$ cat src/rtl/sram_timing_mon.sv
module sram_timing_mon #(
  parameter int unsigned ADDR_W    = 13,
  parameter int unsigned DATA_W    = 8,
  parameter int unsigned SETUP_CYC = 1,
  parameter int unsigned HOLD_CYC  = 1
) (
  input  logic              clk_i,
  input  logic              rst_ni,
  input  logic              wr_q_i,
  input  logic              wr_open_i,
  input  logic              commit_i,
  input  logic [ADDR_W-1:0] addr_i,
  input  logic [DATA_W-1:0] data_i,
  output logic              setup_err_o,
  output logic              hold_err_o,
  output logic              addr_err_o
);

  localparam int unsigned RunW  = $clog2(SETUP_CYC + 2);
  localparam int unsigned HoldW = $clog2(HOLD_CYC + 2);
  localparam logic [RunW-1:0]  RunMax  = RunW'(SETUP_CYC);
  localparam logic [HoldW-1:0] HoldLen = HoldW'(HOLD_CYC);

  logic [ADDR_W-1:0] addr_q;
  logic [DATA_W-1:0] data_q;
  logic [RunW-1:0]   run_q, run_now;
  logic [HoldW-1:0]  hold_q;
  logic              addr_same, data_same;

  assign addr_same = (addr_i == addr_q);
  assign data_same = (data_i == data_q);

  // consecutive edges at which data held its value, saturating
  always_comb begin
    if (!data_same)          run_now = '0;
    else if (run_q == RunMax) run_now = run_q;
    else                      run_now = run_q + RunW'(1);
  end

  always_ff @(posedge clk_i or negedge rst_ni) begin
    if (!rst_ni) begin
      addr_q      <= '0;
      data_q      <= '0;
      run_q       <= '0;
      hold_q      <= '0;
      setup_err_o <= 1'b0;
      hold_err_o  <= 1'b0;
      addr_err_o  <= 1'b0;
    end else begin
      addr_q      <= addr_i;
      data_q      <= data_i;
      run_q       <= run_now;
      setup_err_o <= commit_i & (run_now < RunMax);
      addr_err_o  <= wr_q_i & wr_open_i & ~addr_same;
      hold_err_o  <= (hold_q != '0) & ~(addr_same & data_same);
      if (commit_i)           hold_q <= HoldLen;
      else if (hold_q != '0)  hold_q <= hold_q - HoldW'(1);
    end
  end

endmodule

$ cat config.mk
export PLATFORM = sky130hd
export DESIGN_NAME = sram_timing_mon
export DESIGN_NICKNAME = d
export VERILOG_FILES = /design/src/rtl/sram_timing_mon.sv
export SDC_FILE = /design/constraint.sdc
export NUM_CORES = 1
export LEC_CHECK = 0
export BUFFER_PORTS_ARGS = -buffer_cell sky130_fd_sc_hd__buf_4
export CORE_AREA = 2 2 60 62
export CTS_CLUSTER_DIAMETER = 120
export CTS_CLUSTER_SIZE = 10
export DETAILED_ROUTE_END_ITERATION = 6
export DIE_AREA = 0 0 62 64
export SYNTH_ARGS = -nofsm -noshare
export SYNTH_HDL_FRONTEND = slang
export SYNTH_SLANG_ARGS = --single-unit
export TNS_END_PERCENT = 5
$ cat constraint.sdc
create_clock -name clk_i -period 1.6 [get_ports clk_i]
set_input_delay 0 -clock clk_i [delete_from_list [all_inputs] [get_ports clk_i]]
set_output_delay 0 -clock clk_i [all_outputs]
set_load 0.02 [all_outputs]
==> impl_metrics.xml <==
<?xml version="1.0" encoding="UTF-8"?>
<metrics>
  <group name="outcome">
    <metric name="run_status" unit="">completed</metric>
  </group>
  <group name="critical_path">
    <metric name="worstPathBufferInverterCount" unit="">0</metric>
    <metric name="worst-endpoint-required" unit="ns">1.80</metric>
    <metric name="setup.worst_path.start_class" unit="">flop</metric>
    <metric name="crit_start" unit="">data_q[0]$_DFF_PN0_</metric>
    <metric name="critical_path.max_fanout" unit="">2</metric>
    <metric name="arrival" unit="ns">1.57</metric>
    <metric name="crit_path_max_incr_delay" unit="ns">0.40</metric>
    <metric name="path_cells" unit="">xor2_1 -&gt; nor4_1 -&gt; and2_2 -&gt; a31oi_1</metric>
    <metric name="cp_slowest_cell" unit="">sky130_fd_sc_hd__dfrtp_1</metric>
    <metric name="setup_slack_reg_to_reg" unit="ns">0.23</metric>
    <metric name="critical_path.top_delay_family" unit="">simple AND/OR/NAND/NOR gates</metric>
    <metric name="worst_setup_ep_type" unit="">flop</metric>
    <metric name="crit-reg2reg-launch" unit="">data_q[0]$_DFF_PN0_</metric>
    <metric name="timing.setup.critical_path_class" unit="">reg -&gt; reg</metric>
  </group>
  <group name="finish">
    <metric name="layout-drive-gt1-share" unit="">0.258</metric>
    <metric name="nNetsFinal" unit="">157</metric>
    <metric name="flow.area_growth_from_synthesis" unit="%">52.8</metric>
    <metric name="antennaDiodeCount" unit="">0</metric>
    <metric name="final_cell_mix" unit="">sky130_fd_sc_hd__dfrtp_1, sky130_fd_sc_hd__buf_4, sky130_fd_sc_hd__dlygate4sd3_1</metric>
    <metric name="final_util" unit="">0.476</metric>
  </group>
  <group name="synth">
    <metric name="synth.cell_area" unit="sq um">1020</metric>
    <metric name="postSynthRegisterBits" unit="">28</metric>
    <metric name="netlist-cell-type-count" unit="">16</metric>
    <metric name="ys_top_cells_by_area" unit="">sky130_fd_sc_hd__dfrtp_1, sky130_fd_sc_hd__xor2_1, sky130_fd_sc_hd__xnor2_1, sky130_fd_sc_hd__nor4_1, sky130_fd_sc_hd__a21oi_1</metric>
    <metric name="postSynthCellCount" unit="">72</metric>
    <metric name="synth.top_cell.area_share" unit="">0.685</metric>
    <metric name="post_synth.cell_area_avg" unit="sq um">14.2</metric>
    <metric name="synth_top_area_cell" unit="">sky130_fd_sc_hd__dfrtp_1</metric>
    <metric name="synthesis.yosys.warnings" unit="">0</metric>
    <metric name="synth_sequential_area_ratio" unit="">0.685</metric>
    <metric name="synth.net_count" unit="">99</metric>
  </group>
  <group name="timing">
    <metric name="worst-slew-pin-transition" unit="ns">0.378</metric>
    <metric name="setup_viol_count_final" unit="">0</metric>
    <metric name="slew_headroom" unit="">0.745</metric>
    <metric name="fmax" unit="MHz">731</metric>
    <metric name="hold_violations" unit="">0</metric>
    <metric name="finalWorstPathRequiredPeriod" unit="ns">1.37</metric>
    <metric name="setup_tns" unit="ns">0</metric>
    <metric name="rsz0062_at_grt" unit="">false</metric>
    <metric name="finalCritPeriodShare" unit="">0.855</metric>
    <metric name="slew_violations" unit="">0</metric>
    <metric name="finClkSkew" unit="ns">0.00380</metric>
  </group>
  <group name="min_path">
    <metric name="worst_hold_path_type" unit="">in -&gt; async</metric>
  </group>
  <group name="route">
    <metric name="wirelength" unit="microns">1960</metric>
    <metric name="vias" unit="">719</metric>
    <metric name="avgViaCountPerCell" unit="">4.13</metric>
    <metric name="drt_first_iter_violations" unit="">14</metric>
    <metric name="drt_pass1_iterations" unit="">2</metric>
    <metric name="ant_nets" unit="">0</metric>
    <metric name="wl_per_cell" unit="microns">11.2</metric>
    <metric name="drc_errors" unit="">0</metric>
  </group>
  <group name="global_route">
    <metric name="antenna_found_initial" unit="">0</metric>
    <metric name="grt_most_used_layer" unit="">met2</metric>
    <metric name="gr-usage-met3" unit="">0.0243</metric>
    <metric name="first_global_vias" unit="">763</metric>
    <metric name="grt_pass1_wl" unit="microns">3190</metric>
    <metric name="globalRouteMet2Util" unit="">0.191</metric>
    <metric name="grt_max_degree" unit="">29</metric>
    <metric name="groute.usage.overall" unit="">0.112</metric>
    <metric name="groute.layer.met1.usage" unit="">0.125</metric>
    <metric name="grt_overflow" unit="">0</metric>
  </group>
  <group name="floorplanning">
    <metric name="die-height" unit="microns">64</metric>
    <metric name="dieArea" unit="sq um">3970</metric>
    <metric name="initial_utilization" unit="">0.312</metric>
    <metric name="horizontal_die_dimension" unit="microns">62</metric>
    <metric name="number_of_standard_cell_rows_in_the_floorplan" unit="">21</metric>
    <metric name="top_level_ports" unit="">29</metric>
    <metric name="floorplan.core_area" unit="sq um">3280</metric>
  </group>
  <group name="clock_network">
    <metric name="htree_num_levels" unit="">1</metric>
    <metric name="cts_setup_buffers" unit="">0</metric>
    <metric name="cts-buffers-inserted" unit="">3</metric>
    <metric name="clk-insertion-delay-late" unit="ns">0.31</metric>
    <metric name="cts_resized" unit="">0</metric>
    <metric name="clock-root-buffer" unit="">sky130_fd_sc_hd__clkbuf_4</metric>
    <metric name="cts.clk_slew.worst_paths" unit="ns">0.14</metric>
    <metric name="cts.hold.buffers_added" unit="">25</metric>
    <metric name="clkSinkCount" unit="">28</metric>
    <metric name="cts_tree" unit="">done</metric>
    <metric name="cts_buffer_depth" unit="">2</metric>
  </group>
  <group name="pwr">
    <metric name="p_leak" unit="nW">0.701</metric>
    <metric name="power_per_cell_area" unit="nW/um^2">885</metric>
    <metric name="report.power.total" unit="mW">1.38</metric>
    <metric name="vdd_drop_max" unit="mV">0.339</metric>
  </group>
  <group name="run">
    <metric name="drv.max_cap_violation_count" unit="">0</metric>
  </group>
  <group name="placed_design">
    <metric name="gp_congestion" unit="">0.684</metric>
    <metric name="numPortBuffers" unit="">28</metric>
    <metric name="detailed_place_hpwl" unit="microns">1350</metric>
  </group>
</metrics>
[cell families after synthesis]
group | share of synthesized area
DFF | 0.685
xor gates and xnor gates | 0.188
and+or+nand+nor | 0.0795
AOI/OAI and AO/OA | 0.0281
buffers and inverters | 0.00734
adders and majority gates | 0.0122
[per-stage QoR]
step	cells	hold slack (ns)	worst slack (ns)	area (sq um)
floorplan	72	-0.296	0.418	1020
global placement	146	-0.0696	0.284	1290
detailed placement	146	-0.0632	0.267	1290
CTS	174	0.109	0.233	1560
global route	174	0.132	0.161	1560
finish	174	0.115	0.231	1560
[Yosys cell counts]
cell type,number
sky130_fd_sc_hd__nor2_1,2
sky130_fd_sc_hd__and2_2,1
sky130_fd_sc_hd__nand2b_1,1
sky130_fd_sc_hd__nor3_1,1
sky130_fd_sc_hd__ha_1,1
sky130_fd_sc_hd__a21oi_1,3
sky130_fd_sc_hd__nand2_1,3
sky130_fd_sc_hd__dfrtp_1,28
sky130_fd_sc_hd__a21boi_0,1
sky130_fd_sc_hd__xor2_1,14
sky130_fd_sc_hd__nand4_1,2
sky130_fd_sc_hd__a31oi_1,1
sky130_fd_sc_hd__nor4_1,3
sky130_fd_sc_hd__xnor2_1,8
sky130_fd_sc_hd__inv_1,2
sky130_fd_sc_hd__nor3b_2,1
[worst paths after layout]
check	end	cells after the start
worst max register to register	hold_err_o$_DFF_PN0_	4
worst max-delay path	hold_err_o$_DFF_PN0_	4
worst min register to register	run_q[0]$_DFF_PN0_	1
max in group asynchronous	addr_q[6]$_DFF_PN0_	2
min in group clk_i	data_q[3]$_DFF_PN0_	2
worst min-delay path	addr_q[4]$_DFF_PN0_	2
[report_power, final]
group / switching (mW) / total, mW / leakage [nW] / internal (mW)
registers: 0.0316 / 0.802 / 0.331 / 0.770
logic: 0.135 / 0.305 / 0.356 / 0.170
clock network: 0.189 / 0.277 / 0.0138 / 0.0881
total: 0.355 / 1.38 / 0.701 / 1.03
[sequential cells by signal (all words and copies together) (netlist names)]
signal	cells
hold_err_o	1
run_q	2
setup_err_o	1
addr_q	13
hold_q	2
addr_err_o	1
data_q	8
[cell type report]
class	count	area [sq um]
tap	46	57.6
timing repair buffer	53	460
fill	297	1720
clock buffer	3	22.5
sequential	28	701
inverter	2	7.51
multi-input combinational	42	315
[metal layers]
metal	vias up	share of wire
met1	347	0.43
met2	20	0.52
met5	-	0
li1	350	-
met3	2	0.041
met4	0	0.013
(Power assumes the default switching activity.)
